==> src/rtl/wonce_ctrl.sv <==
`timescale 1ns/1ps
module wonce_ctrl #(
  parameter int AW    = 8,
  parameter int IDX_W = 2
) (
  input  logic          clk,
  input  logic          rst_n,
  input  logic          cpu_req,
  input  logic          cpu_we,
  input  logic [AW-1:0] cpu_addr,
  output logic          cpu_hit,
  output logic          cpu_done,
  output logic          cpu_stall,
  output logic          bus_req,
  output logic [1:0]    bus_cmd,
  output logic [AW-1:0] bus_addr,
  input  logic          bus_gnt,
  input  logic          snp_valid,
  input  logic [1:0]    snp_cmd,
  input  logic [AW-1:0] snp_addr,
  output logic          snp_inhibit
);
  localparam int NL = 1 << IDX_W;
  localparam int TW = AW - IDX_W;

  localparam logic [1:0] ST_I = 2'd0, ST_V = 2'd1, ST_R = 2'd2, ST_D = 2'd3;
  localparam logic [1:0] OP_RD = 2'd0, OP_RDX = 2'd1, OP_WT = 2'd2, OP_WB = 2'd3;

  logic [NL-1:0][1:0]    lst;
  logic [NL-1:0][TW-1:0] ltag;
  logic                  busy;
  logic [AW-1:0]         raddr;
  logic                  rwe;

  wire [IDX_W-1:0] c_idx = cpu_addr[IDX_W-1:0];
  wire [TW-1:0]    c_tag = cpu_addr[AW-1:IDX_W];
  wire [1:0]       c_st  = lst[c_idx];

  wire [IDX_W-1:0] s_idx = snp_addr[IDX_W-1:0];
  wire [TW-1:0]    s_tag = snp_addr[AW-1:IDX_W];
  wire [1:0]       s_st  = lst[s_idx];
  wire             s_hit = snp_valid && s_st != ST_I && ltag[s_idx] == s_tag;

  wire [IDX_W-1:0] r_idx   = raddr[IDX_W-1:0];
  wire [TW-1:0]    r_tag   = raddr[AW-1:IDX_W];
  wire [1:0]       r_st    = lst[r_idx];
  wire             r_match = r_st != ST_I && ltag[r_idx] == r_tag;
  wire             need_wb = r_st == ST_D && ltag[r_idx] != r_tag;

  assign cpu_hit = c_st != ST_I && ltag[c_idx] == c_tag;

  wire s_conf   = snp_valid && s_idx == c_idx;
  wire local_ok = cpu_hit && (!cpu_we || c_st != ST_V);
  wire accept   = !busy && cpu_req && !s_conf;
  wire lhit     = accept && local_ok;
  wire fin      = busy && bus_gnt && !need_wb;

  always_comb begin
    if (need_wb)      bus_cmd = OP_WB;
    else if (!rwe)    bus_cmd = OP_RD;
    else if (r_match) bus_cmd = OP_WT;
    else              bus_cmd = OP_RDX;
  end

  assign bus_req     = busy;
  assign bus_addr    = need_wb ? {ltag[r_idx], r_idx} : raddr;
  assign cpu_done    = lhit || fin;
  assign cpu_stall   = busy || (cpu_req && !lhit);
  assign snp_inhibit = s_hit && s_st == ST_D && (snp_cmd == OP_RD || snp_cmd == OP_RDX);

  always_ff @(posedge clk or negedge rst_n) begin
    if (!rst_n) begin
      lst   <= '0;
      ltag  <= '0;
      busy  <= 1'b0;
      raddr <= '0;
      rwe   <= 1'b0;
    end else begin
      if (s_hit) begin
        case (snp_cmd)
          OP_RD:         if (s_st != ST_V) lst[s_idx] <= ST_V;
          OP_RDX, OP_WT: lst[s_idx] <= ST_I;
          default: ;
        endcase
      end

      if (lhit && cpu_we) lst[c_idx] <= ST_D;

      if (accept && !local_ok) begin
        busy  <= 1'b1;
        raddr <= cpu_addr;
        rwe   <= cpu_we;
      end

      if (busy && bus_gnt) begin
        if (need_wb) begin
          lst[r_idx] <= ST_V;
        end else begin
          busy        <= 1'b0;
          ltag[r_idx] <= r_tag;
          case (bus_cmd)
            OP_RD:   lst[r_idx] <= ST_V;
            OP_WT:   lst[r_idx] <= ST_R;
            default: lst[r_idx] <= ST_D;
          endcase
        end
      end
    end
  end
endmodule

==> config.mk <==
export PLATFORM = sky130hd
export DESIGN_NAME = wonce_ctrl
export DESIGN_NICKNAME = d
export VERILOG_FILES = /design/src/rtl/wonce_ctrl.sv
export SDC_FILE = /design/constraint.sdc
export NUM_CORES = 1
export LEC_CHECK = 0
export ABC_AREA = 0
export BUFFER_PORTS_ARGS = -buffer_cell sky130_fd_sc_hd__clkbuf_2
export CAP_MARGIN = 20
export CORE_MARGIN = 5
export CORE_UTILIZATION = 40
export CTS_CLUSTER_DIAMETER = 120
export DETAILED_ROUTE_END_ITERATION = 10
export MAX_ROUTING_LAYER = met4
export PLACE_DENSITY = 0.68
export SETUP_SLACK_MARGIN = 0.02
export SLEW_MARGIN = 20
export SYNTH_ARGS = -nofsm -noshare
export SYNTH_HDL_FRONTEND = slang
export SYNTH_SLANG_ARGS = --single-unit
==> constraint.sdc <==
create_clock -name clk -period 7.1 [get_ports clk]
set_input_delay 0.355 -clock clk [delete_from_list [all_inputs] [get_ports clk]]
set_output_delay 0.355 -clock clk [all_outputs]
set_load 0.1 [all_outputs]
-- Yosys cells after proc, flatten, opt, wreduce, memory -nomap -nowiden
Index checks and enable logic that the tools add are counted.
- register bits after elaboration: 42
- bits in latches: 0
- RAM bits: 0
- bits in read-only memories: 0
- input bits: 24
- output and inout bits: 15
- logic and storage cells: 115
- memories kept: 0
- $add $sub $neg: 0
- $mul: 0
- div/mod/pow operators: 0
- $lt $le $gt $ge: 6
- equality and inequality tests: 12
- shift operators: 0
- mux-type cells: 35
- bitwise gates (word level): 14
- reductions and logical operators: 37
- operator list (cell ; count):
    8-bit 2-to-1 mux ; 6
    6-bit binary-select mux with 2-bit select ; 3
    8-bit one-hot mux with 2 select lines ; 2
    24-bit bitwise mux ; 1
    6-bit 2-to-1 mux ; 4
    1-bit logical AND ; 20
    6-bit == test ; 3
    2-bit 2-to-1 mux ; 9
    8-bit bitwise OR ; 2
    4-bit bitwise AND ; 3
    2-bit binary-select mux with 2-bit select ; 3
    2-bit demux with 2-bit select ; 3
    6-bit demux with 2-bit select ; 1
    4-bit NOT ; 3
    4-bit bitwise OR ; 3
    2-bit by 3-bit < comparator with 1-bit output (second input constant) ; 3
    8-bit bitwise AND ; 1
    2-bit == test (second input constant) ; 4
    8-bit NOT ; 1
    2-bit by 1-bit >= comparator with 1-bit output (second input constant) ; 3
    1-bit logical NOT ; 6
    6-bit != test ; 1
    2-bit nonzero test ; 3
    2-bit logical NOT ; 2
    other kinds (8) ; 14

-- Longest topological paths before layout
Gate-level depths: netlist of run 1.
- depth after elaboration: 15
- mapped depth: 10

-- Least setup slack after synthesis of run 1
No wires, ideal clock.
- path type: register -> output
- start point: register raddr[0]
- end point: output cpu_done
- data arrival time: 4.110 ns
- slack: 2.635 ns
- cell stages (with the launch flop): 10
- path buffers: 2
- path through: dfrtp_1 -> buf_4 -> mux4_2 -> xnor2_1 -> nand4_1 -> nor3_2 -> nand3b_4 -> buf_6 -> inv_2 -> o21ai_0
- word-level cells in the longest chain between the ends: 7
- elaborated cells on any way between the ends: 10
- classes of those cells: 2 x eq/ne; 4 x mux; 4 x reduce/logical
- RTL lines (item ; line ; RTL):
    start, declared ; 32 ; logic [AW-1:0] raddr;
    start signal, assigned ; 91 ; raddr <= cpu_addr;
    6-bit binary-select mux with 2-bit select or 2-bit binary-select mux with 2-bit select (tied branches) ; 48, 46 ;
    6-bit 2-to-1 mux (implied by the code) or 2-bit 2-to-1 mux (tied branches) ; 48, 46 ;
    6-bit != test or 2-bit == test (tied branches) ; 48 ; wire need_wb = r_st == ST_D && ltag[r_idx] != r_tag;
    1-bit logical AND (*) ; 48 ;
    1-bit logical NOT (*) ; 56 ; wire fin = busy && bus_gnt && !need_wb;
    1-bit logical AND (*) ; 56 ;
    1-bit logical OR (*) ; 67 ; assign cpu_done = lhit || fin;
    end, declared ; 12 ; output logic cpu_done,
Mark *: on every way between the ends. The rest lies on a longest branch, timed or not. The select of a mux whose other input is x is not followed.

-- Worst setup path in the final report of run 1
- start point: register raddr[0]
- end point: output bus_addr[7]
- word-level cells in the longest chain between the ends: 5
- elaborated cells on any way between the ends: 8
- classes of those cells: 2 x eq/ne; 5 x mux; 1 x reduce/logical
- RTL lines (item ; line ; RTL):
    6-bit binary-select mux with 2-bit select or 2-bit binary-select mux with 2-bit select (tied branches) ; 48, 66, 46 ;
    6-bit 2-to-1 mux (implied by the code) or 2-bit 2-to-1 mux (tied branches) ; 48, 66, 46 ;
    6-bit != test or 2-bit == test (tied branches) ; 48 ;
    1-bit logical AND ; 48 ;
    8-bit 2-to-1 mux (*) ; 66 ; assign bus_addr = need_wb ? {ltag[r_idx], r_idx} : raddr;
    end, declared ; 16 ; output logic [AW-1:0] bus_addr,
Marks and branches as above.

==> metrics.md, run 1 <==
| Metric | Value |
|---|---|
| Synthesized area per cell | 11.43 um2 |
| Critical path's largest stage delay | 0.81 ns |
| CTS root buffer | clkbuf_8 |
| CP Max Fanout | 14 |
| Fmax achieved | 270.2 MHz |
| Fin crit period | 3.701 ns |
| Cells after Synth | 262 |
| Post-synth EDFFs | 0 |
| DR iter-0 viols | 149 |
| Sequential share of the synthesized area | a little over a third |
| Post_cts resized | 0 |
| Clk buf depth | 2 |
| Setup tns final | 0 ns |
| Status | finished clean |
| CP arrival | approximately 3.4 ns |
| WL per Instance | 18.71 um |
| H-tree depth | 2 |
| CTS tree | done |
| Yosys reg bits | 42 |
| Fillcell total | a little under 700 |
| Starting Density | between 40 and 50% |
| R2r endpoint | ltag[18]$_DFFE_PN0P_ |
| Inserted Diodes | 0 |
| HP Class | in2async |
| WL met2 | 3.594 mm |
| RSZ-0062 raised after global routing | no |
| Global placement routability congestion | a little over 0.9 |
| Largest net degree at the start of global routing | 43 |
| Yosys warns | 0 |
| Syn nets | 289 |
| Wl on met1 | around 3.3 mm |
| Worst-path clk slew | 0.08 ns |
| Met3 wire length | roughly 400 um |
| Worst Path Required | 6.74 ns |
| Startpoint Class | flop |
| Routed Antenna Nets | 0 |
| Routed wire length | approximately 7.4 mm |
| Clock sink count | 42 |
| Worst-path cell chain | mux4_2 -> xnor2_1 -> nand4_1 -> nor3_2 -> nand3b_4 -> mux2_2 -> clkbuf_2 |
| RR Startpoint | raddr[0]$_DFFE_PN0P_ |
| PortBufs | 38 |
| Synth unique cells | 44 |
| Worst skew pair latency | 0.30 ns |
| Grt total ovfl | 0 |
| Final Hold Viols | 0 |
| R2R setup slack | 4.19 ns |
| Vias in the first global route | approximately 2300 |
| GR Util All Layers | between 15 and 20% |
| Slowest-stage cell, CP | dfrtp_1 |
| Fraction of registers with async set/reset | 100.0% |
| Reg2Reg Depth | 7 |
| Pins Over Slew Limit | 0 |
| Initial antenna violation count | 0 |
| Top layer in use | met4 |
| Period utilization | a little over half |
| Post-DP HPWL | 5.570 mm |
| Area grow syn2layout | 10.48% |
| Vias per inst | 5.667 |
| Synthesized area | 0.002995 mm2 |
| Cts bufs inserted | 5 |
| # rows | 31 |
| First-pass GRT wire length | between 10 and 15 mm |
| Final nets | 320 |
| Area of the core | 0.007253 mm2 |
| Synth top area cells | dfrtp_1 (35%), mux2_2 (14%), mux4_2 (11%) |
| Slew HR | 35.97% |
| First-pass DRT Iterations | 4 |
| Main synth FF type | dfrtp_1 |
| Die height | 96.54 um |
| Max-Cap Viols | 0 |
| Ports | 39 |
| Die area | 0.009319 mm2 |
| Die W | 96.54 um |
| Clk_skew | 0.005971 ns |
| Residual DRC | 0 |
| Yosys top cell by area | dfrtp_1 |
| Kind of critical path | reg2out |
| Post-synth top area share | 35.09% |
| CP Capture Type | output port |
| CTS Hold Bufs | 0 |
| Layout cells sized above 1 | 36.05% |
| Setup bufs post-CTS | 0 |
| Via count | 2227 |
| Final number of setup-violating endpoints | 0 |
| Worst-Margin Slew | 0.9605 ns |
[logic make-up after synthesis]
group	Yosys count	synth area share, %
and+or+nand+nor	50	9.608
adders and majority gates	3	1.253
xor gates and xnor gates	29	8.480
AOI/OAI and AO/OA	40	9.273
DFF	42	35.09
buffers and inverters	26	4.386
muxes	72	31.91
[metal layers]
| layer | vias to the layer above | track usage [%] |
|---|---|---|
| li1 | 1033 | - |
| met4 | 0 | 5.023 |
| met1 | 1121 | 22.93 |
| met2 | 62 | 28.33 |
| met3 | 11 | 3.873 |
| met5 | - | - |
[cells in the mapped netlist, types with 3 or more instances]
| library cell | n |
|---|---|
| and2_1 | 3 |
| nor3_1 | 4 |
| mux2i_1 | 19 |
| nand2_1 | 13 |
| xnor2_1 | 15 |
| xor2_1 | 14 |
| ha_1 | 3 |
| buf_4 | 5 |
| nor2_1 | 7 |
| buf_2 | 6 |
| dfrtp_1 | 42 |
| o21ai_0 | 9 |
| o31a_1 | 3 |
| inv_1 | 11 |
| a21oi_1 | 3 |
| mux2_2 | 37 |
| nand3_1 | 6 |
| mux4_2 | 15 |
| a22oi_1 | 4 |
| nand2_4 | 4 |
| a32oi_1 | 4 |
| a31oi_1 | 7 |
[critical path: cells and delay by family, from the launching register on]
family | cells | cell delay (ns)
simple gates | 3 | 0.68
buf+inv | 1 | 0.37
mux | 2 | 1.01
xor+xnor | 1 | 0.18
flops | 1 | 0.81
[worst max path at each step]
stage / startpoint / to / slack, ns / cells past startpoint
detailed placement: raddr[0]$_DFFE_PN0P_ / bus_addr[7] / 3.70 / 7
global placement: raddr[0]$_DFFE_PN0P_ / bus_addr[3] / 3.80 / 7
finish: raddr[0]$_DFFE_PN0P_ / bus_addr[7] / 3.40 / 7
global route: raddr[0]$_DFFE_PN0P_ / bus_addr[7] / 3.22 / 7
floorplan: raddr[0]$_DFFE_PN0P_ / cpu_done / 2.64 / 9
CTS: raddr[0]$_DFFE_PN0P_ / bus_addr[7] / 3.36 / 7
[registers in the layout, summed over array words and instances (netlist names)]
signal and cells:
lst 8, bus_req 1, rwe 1, ltag 24, raddr 8
[area by class of cell]
| type | count | area, um2 | area share [%] |
|---|---|---|---|
| multi-input combinational | 194 | 1813 | 54.78 |
| clock inverter | 2 | 13.76 | 0.4159 |
| clock buffer | 6 | 72.57 | 2.193 |
| timing repair buffer | 38 | 190.2 | 5.747 |
| sequential | 42 | 1051 | 31.76 |
| inverter | 12 | 45.04 | 1.361 |
| tap | 99 | 123.9 | 3.743 |
[stage by stage]
stage          instances  hold slack, ns  util [%]  setup slack, ns  instance area, um2
2_1_floorplan        262         0.05941         -            2.635                2995
6_report             393          0.2016     45.63            3.399                3309
3_3_place_gp         385          0.5341     44.44            3.800                3223
4_1_cts              393          0.2798     45.63            3.359                3309
5_1_grt              393          0.2837     45.63            3.216                3309
3_5_place_dp         385          0.5502     44.44            3.697                3223
[cells in the final DEF (no fill, tap or decap), drive strengths merged, types with 2 or more instances in the layout]
cell and n:
nand2 18, mux2i 19, a31oi 7, and2 3
o211ai 2, nor2b 2, inv 12, nand3 6
xnor2 15, nor3 5, clkinv 2, nor4 2
mux4 15, nand2b 2, o21a 2, o21ai 9
a22oi 4, a32oi 4, dfrtp 42, xor2 14
clkbuf 43, nand4 2, nor2 7, ha 3
o31a 3, mux2 38, a21oi 3
Power of run 1 is left out: the tool's default activity adds up to more than one toggle a clock period on the data nets, which glitch-free logic cannot reach.
==> inputs of run 2 (changes only) <==
==> constraint.sdc (replaced) <==
create_clock -name clk -period 3.82 [get_ports clk]
set_input_delay 0.191 -clock clk [delete_from_list [all_inputs] [get_ports clk]]
set_output_delay 0.191 -clock clk [all_outputs]
set_load 0.1 [all_outputs]
==> run 2 against run 1 <==
- final area up 0.49%
- die area unchanged
- non-clock buffer count up 1
- register-to-register slack worse by 3.3 ns
- worst setup slack worse by 3.1 ns
==> metrics.md, run 2 (synthesis gave the netlist of run 1 again) <==
| Metric | Value |
|---|---|
| Status | finished clean |
| Grt total ovfl | 0 (unchanged) |
| Cts bufs inserted | 5 (unchanged) |
| CTS tree | done |
| Die area | 0.009319 mm2 (unchanged) |
| Starting Density | 41.30% (unchanged) |
| Worst skew pair latency | 0.31 ns (about the same) |
| Residual DRC | 0 (unchanged) |
| CP arrival | 3.35 ns (about the same) |
| Clk buf depth | 2 (unchanged) |
| Die height | 96.54 um (unchanged) |
| Max-Cap Viols | 0 (unchanged) |
| Vias per inst | 5.741 (+1.3%) |
| Layout cells sized above 1 | 36.27% (+0.22 points) |
| Placed Area | 0.003223 mm2 (unchanged) |
| Post_cts resized | 0 (unchanged) |
| Via count | 2262 (+1.6%) |
| Setup tns final | 0 ns (unchanged) |
| Worst Path Required | 3.63 ns (-3.11 ns) |
| Max reg flops | 24 (unchanged) |
| Largest net degree at the start of global routing | 43 (unchanged) |
| Worst-path cell chain | mux4_2 -> xnor2_1 -> nand4_1 -> nor3_2 -> nand3b_4 -> mux2_2 -> clkbuf_2 |
| RSZ-0062 raised after global routing | no |
| Largest reg by FF count | ltag |
| First-pass GRT wire length | 12.17 mm (+0.28%) |
| Final WS setup | 0.2766 ns (-3.123 ns) |
| DR iter-0 viols | 152 (+2.0%) |
| Final nets | 321 (+0.31%) |
| Inst Count DP | 385 (unchanged) |
| Critical path's largest stage delay | 0.80 ns (about the same) |
| HP Class | in2reg |
| CP Max Fanout | 14 (unchanged) |
| Clk_skew | 0.007678 ns (+0.001707 ns) |
| Initial antenna violation count | 0 (unchanged) |
| Pre-CTS setup slack | 0.6117 ns (-3.085 ns) |
| Kind of critical path | reg2out |
| Global routing met3 resource utilization | 4.338% (+0.46 points) |
| Top delay family on crit path | multiplexers |
| CP Capture Type | output port |
| H-tree depth | 2 (unchanged) |
| Fmax achieved | 282.2 MHz |
| Clock sink count | 42 (unchanged) |
| Most frequent cells in the layout | dfrtp_1 (42), mux2_2 (37), clkbuf_2 (37) |
| Routed Antenna Nets | 0 (unchanged) |
| Global Route met2 Usage | 27.07% (-1.3 points) |
| GR Util All Layers | 17.92% (+0.14 points) |
| Die W | 96.54 um (unchanged) |
| Fin crit period | 3.543 ns |
| Fin area | 0.003326 mm2 (+0.49%) |
| Post-DP HPWL | 5.536 mm (-0.61%) |
| Busiest grt layer | met2 |
| Fin cells | 394 (+0.25%) |
| Slew HR | 53.66% (+18 points) |
| # rows | 31 (unchanged) |
| Area grow syn2layout | 11.03% |
| M1 GR Usage | 23.76% (+0.83 points) |
| Largest registers | ltag x24, lst x8, raddr x8 |
| CTS root buffer | clkbuf_8 |
| Area of the core | 0.007253 mm2 (unchanged) |
| Global placement routability congestion | 0.9315 (+1.7%) |
| Commonest non-fill, non-tap cell in the layout | dfrtp_1 |
| Worst-Margin Slew | 0.6951 ns (-0.2654 ns) |
| Final Hold Viols | 0 (unchanged) |
| PortBufs | 38 (unchanged) |
| Routed wire length | 7.428 mm (+1.0%) |
| Final number of setup-violating endpoints | 0 (unchanged) |
| Worst-path clk slew | 0.09 ns (about the same) |
| Startpoint Class | flop |
| Inserted Diodes | 0 (unchanged) |
| Pins Over Slew Limit | 0 (unchanged) |
| Period utilization | 92.76% |
| WL per Instance | 18.85 um (+0.78%) |
| Ports | 39 (unchanged) |
| Crit path buf inv count | 1 (unchanged) |
| First-pass DRT Iterations | 4 (unchanged) |
| Slowest-stage cell, CP | dfrtp_1 |
| Vias in the first global route | 2320 (+0.43%) |
[run 2: cell types whose count changed in the layout (fill, tap and decap cells not counted), sizes merged]
cell / before / now
clkbuf: 43 / 42
clkinvlp: 0 / 1
dlygate4sd3: 0 / 1
[run 2: through the flow]
| stage | hold WS [ns] | util [%] |
|---|---|---|
| 2_1_floorplan | -0.1046 | - |
| 3_3_place_gp | 0.4240 | 44.44 |
| 3_5_place_dp | 0.4383 | 44.44 |
| 4_1_cts | 0.1121 | 45.68 |
| 5_1_grt | 0.1601 | 45.85 |
| 6_report | 0.1621 | 45.85 |
[run 2: final cells by class]
type / count / area, um2
Multi-Input combinational cell: 194 / 1813
Timing Repair Buffer: 39 / 202.7
Inverter: 12 / 45.04
Fill cell: 705 / 3928
Tap cell: 99 / 123.9
Sequential cell: 42 / 1051
Clock inverter: 3 / 21.27
Clock buffer: 5 / 68.82
[run 2: worst register-to-register path, stage by stage (launching register included)]
cell	delay, ns
dfrtp_1	0.80
mux4_2	0.62
xnor2_1	0.19
nand4_1	0.11
nor3_2	0.22
nand3b_4	0.34
nand2_4	0.16
mux2_1	0.34
[run 2: per-layer routing]
layer / vias to the layer above / routed length [um]
met2: 80 / 3446
li1: 1028 / -
met5: - / 0
met1: 1141 / 3293
met4: 0 / 153
met3: 13 / 534
[run 2: worst paths after layout]
path,cells after the start,start,end,slack [ns]
max in group asynchronous,2,rst_n,ltag[5]$_DFFE_PN0P_,3.01
setup reg to reg,7,raddr[0]$_DFFE_PN0P_,ltag[18]$_DFFE_PN0P_,0.92
min in group asynchronous,2,rst_n,lst[2]$_DFF_PN0_,0.42
hold / removal,2,cpu_addr[2],raddr[2]$_DFFE_PN0P_,0.16
hold reg to reg,1,ltag[0]$_DFFE_PN0P_,ltag[0]$_DFFE_PN0P_,0.56
setup / recovery,7,raddr[0]$_DFFE_PN0P_,bus_addr[2],0.28
[run 2: timing repair]
item | CTS | global route
hold buffers | 0 | 1
hold endpoints to repair | 0 | 42
setup buffers | 0 | 0
endpoints found under the setup margin | 0 | 0
Power of run 2 is left out for the same reason.
==> inputs of run 3 (changes only) <==
--- a/config.mk
+++ b/config.mk
@@ -11,11 +11,11 @@
 export CORE_MARGIN = 5
 export CORE_UTILIZATION = 40
 export CTS_CLUSTER_DIAMETER = 120
+export CTS_CLUSTER_SIZE = 10
 export DETAILED_ROUTE_END_ITERATION = 10
 export MAX_ROUTING_LAYER = met4
 export PLACE_DENSITY = 0.68
 export SETUP_SLACK_MARGIN = 0.02
-export SLEW_MARGIN = 20
 export SYNTH_ARGS = -nofsm -noshare
 export SYNTH_HDL_FRONTEND = slang
 export SYNTH_SLANG_ARGS = --single-unit
==> constraint.sdc (replaced) <==
create_clock -name clk -period 3.82 [get_ports clk]
set_input_delay 0.191 -clock clk [delete_from_list [all_inputs] [get_ports clk]]
set_output_delay 0.191 -clock clk [all_outputs]
set_load 0.05 [all_outputs]
==> run 3 against run 2 <==
- global-route usage hardly changed
- utilization up 0.38 points
- worst setup slack better by 0.11 ns
- register-to-register slack lost 0.03 ns
- critical path type unchanged
==> metrics.md, run 3 (synthesis gave the netlist of run 1 again) <==
| Metric | Value |
|---|---|
| Initial antenna violation count | 0 (unchanged) |
| Inserted Diodes | 0 (unchanged) |
| Setup tns final | 0 ns (unchanged) |
| Worst skew pair latency | 0.30 ns (about the same) |
| Slowest-stage cell, CP | dfrtp_1 |
| Starting Density | 41.30% (unchanged) |
| H-tree depth | 2 (unchanged) |
| Commonest non-fill, non-tap cell in the layout | dfrtp_1 |
| Power per cell area | 950.6 mW/mm2 |
| Die W | 96.54 um (unchanged) |
| Max-Cap Viols | 0 (unchanged) |
| Kind of critical path | reg2out |
| Most frequent cells in the layout | dfrtp_1 (42), clkbuf_2 (38), mux2_2 (37) |
| Worst hold endpoint | rwe$_DFFE_PN0P_ |
| Final number of setup-violating endpoints | 0 (unchanged) |
| DR iter-0 viols | 120 (-21%) |
| Worst-path cell chain | mux4_2 -> xnor2_1 -> nand4_1 -> nor3_2 -> nand3b_4 -> mux2_2 -> clkbuf_2 |
| CTS root buffer | clkbuf_8 |
| R2R setup slack | 0.89 ns (-0.03 ns) |
| HP Class | in2reg |
| Post-DP HPWL | 5.515 mm (-0.38%) |
| Fin crit period | 3.435 ns (-0.1082 ns) |
| Layout cells sized above 1 | 36.27% (unchanged) |
| Grt total ovfl | 0 (unchanged) |
| Via count | 2257 (-0.22%) |
| # rows | 31 (unchanged) |
| First-pass DRT Iterations | 4 (unchanged) |
| Clk network pwr share | 11.6% |
| Max IR drop VDD | 0.6690 mV |
| Critical path's largest stage delay | 0.81 ns (about the same) |
| CTS tree | done |
| Gate power share | 58.7% |
| Fmax achieved | 291.1 MHz (+3.2%) |
| Residual DRC | 0 (unchanged) |
| Routed Antenna Nets | 0 (unchanged) |
| Fin cells | 394 (unchanged) |
| Area of the core | 0.007253 mm2 (unchanged) |
| R2r endpoint | ltag[18]$_DFFE_PN0P_ |
| Pins Over Slew Limit | 0 (unchanged) |
| Post_cts resized | 0 (unchanged) |
| RR Startpoint | raddr[0]$_DFFE_PN0P_ |
| Largest net degree at the start of global routing | 43 (unchanged) |
| Period utilization | 89.93% (-2.8 points) |
| Hold WS | 0.1644 ns (+0.002361 ns) |
| Clk buf depth | 2 (unchanged) |
| Final Util | 46.23% (+0.38 points) |
| Inst Count DP | 386 (+0.26%) |
| Die area | 0.009319 mm2 (unchanged) |
| Cts bufs inserted | 5 (unchanged) |
| Ports | 39 (unchanged) |
| Final nets | 322 (+0.31%) |
| Reg power frac | a little under 30% |
| Largest reg by FF count | ltag |
| Slew HR | 52.27% (-1.4 points) |
| First-pass GRT wire length | 12.26 mm (+0.74%) |
| CP Max Fanout | 14 (unchanged) |
| PortBufs | 38 (unchanged) |
| Pre-CTS setup slack | 0.7000 ns (+0.08834 ns) |
| Final WS setup | 0.3848 ns (+0.1082 ns) |
| Startpoint Class | flop |
| Internal power | 1627 uW |
| CP Capture Type | output port |
| Final Hold Viols | 0 (unchanged) |
| Worst-path clk slew | 0.08 ns (about the same) |
| WL per Instance | 18.95 um (+0.50%) |
| Largest registers | ltag x24, lst x8, raddr x8 |
| P_leak | 0.001445 uW |
| GR Util All Layers | 17.91% (about the same) |
| Worst hold path cell count | 2 (unchanged) |
| Routed wire length | 7.465 mm (+0.50%) |
| Worst min-delay path startpoint | cpu_we |
| Max reg flops | 24 (unchanged) |
| Vias per inst | 5.728 (-0.22%) |
| Net Sw Frac | 48.95% |
| CP arrival | 3.24 ns (-0.11 ns) |
| Global placement routability congestion | 0.8843 (-5.1%) |
| Clk_skew | 0.005966 ns (-0.001712 ns) |
| Reg2Reg Depth | 7 (unchanged) |
| RSZ-0062 raised after global routing | no |
| Status | finished clean |
| Sw Pwr | 1560 uW |
| Vias in the first global route | 2327 (+0.30%) |
| Clock sink count | 42 (unchanged) |
| Die height | 96.54 um (unchanged) |
| Area grow syn2layout | 11.95% |
| Worst-Margin Slew | 0.7159 ns (+0.02083 ns) |
| Worst Path Required | 3.63 ns (about the same) |
==> run 3: cell count changes in the layout (fill, tap and decap cells not counted) <==
cell / previous run / this run
o21ai_0: 7 / 9
bufinv_16: 0 / 1
clkbuf_2: 37 / 38
clkinvlp_4: 1 / 0
o21ai_1: 2 / 0
clkinv_2: 1 / 0
clkinv_4: 1 / 0
clkbuf_8: 5 / 6
==> run 3: critical path: cells and delay by family (launching register included) <==
| kind | cells | cell delay (ns) |
|---|---|---|
| XOR/XNOR | 1 | 0.18 |
| buffers and inverters | 1 | 0.24 |
| flip-flops | 1 | 0.81 |
| multiplexers | 2 | 1.01 |
| AND/OR/NAND/NOR | 3 | 0.70 |
==> run 3: worst max path at each step <==
stage | startpoint | end | cells past startpoint
3_5_place_dp | raddr[0]$_DFFE_PN0P_ | bus_addr[2] | 7
6_report | raddr[0]$_DFFE_PN0P_ | bus_addr[2] | 7
4_1_cts | raddr[0]$_DFFE_PN0P_ | bus_addr[2] | 7
5_1_grt | raddr[0]$_DFFE_PN0P_ | bus_addr[3] | 7
2_1_floorplan | raddr[0]$_DFFE_PN0P_ | cpu_done | 9
3_3_place_gp | raddr[0]$_DFFE_PN0P_ | bus_addr[2] | 7
==> run 3: power by group through the flow <==
stage	Combinational [uW]	Clock, uW	Sequential [uW]
after floorplan	1610	0	840
after global placement	1860	0	936
after detailed placement	1880	0	949
after CTS	1890	371	941
after global routing	2020	384	986
final	1870	368	948
==> run 3: final cells by class <==
class,count,area (um2)
Fill cell,677,3900
Clock buffer,6,82.58
Clock inverter,1,30.03
Inverter,12,45.04
Tap cell,99,123.9
Multi-Input combinational cell,194,1813
Timing Repair Buffer,40,207.7
Sequential cell,42,1051
==> run 3: routing by layer <==
metal / up-vias / share of wire [%] / GRT usage (%)
li1: 1034 / - / -
met1: 1122 / 44 / 24.06
met2: 89 / 48 / 27.87
met3: 12 / 7.3 / 3.253
met4: 0 / 1.1 / 5.140
met5: - / 0 / -
==> run 3: through the flow <==
| stage | total power (uW) | instance area, um2 |
|---|---|---|
| finish | 3188 | 3353 |
| CTS | 3201 | 3353 |
| global route | 3385 | 3353 |
| floorplan | 2452 | 2995 |
| detailed placement | 2830 | 3231 |
| global placement | 2794 | 3231 |
==> run 3: repair_timing <==
action                    4_1_cts  5_1_grt
hold endpoints to repair       42        0
hold buffers                    1        0
buffers inserted                0        0
Note: power is estimated with default switching activity, not from simulation.
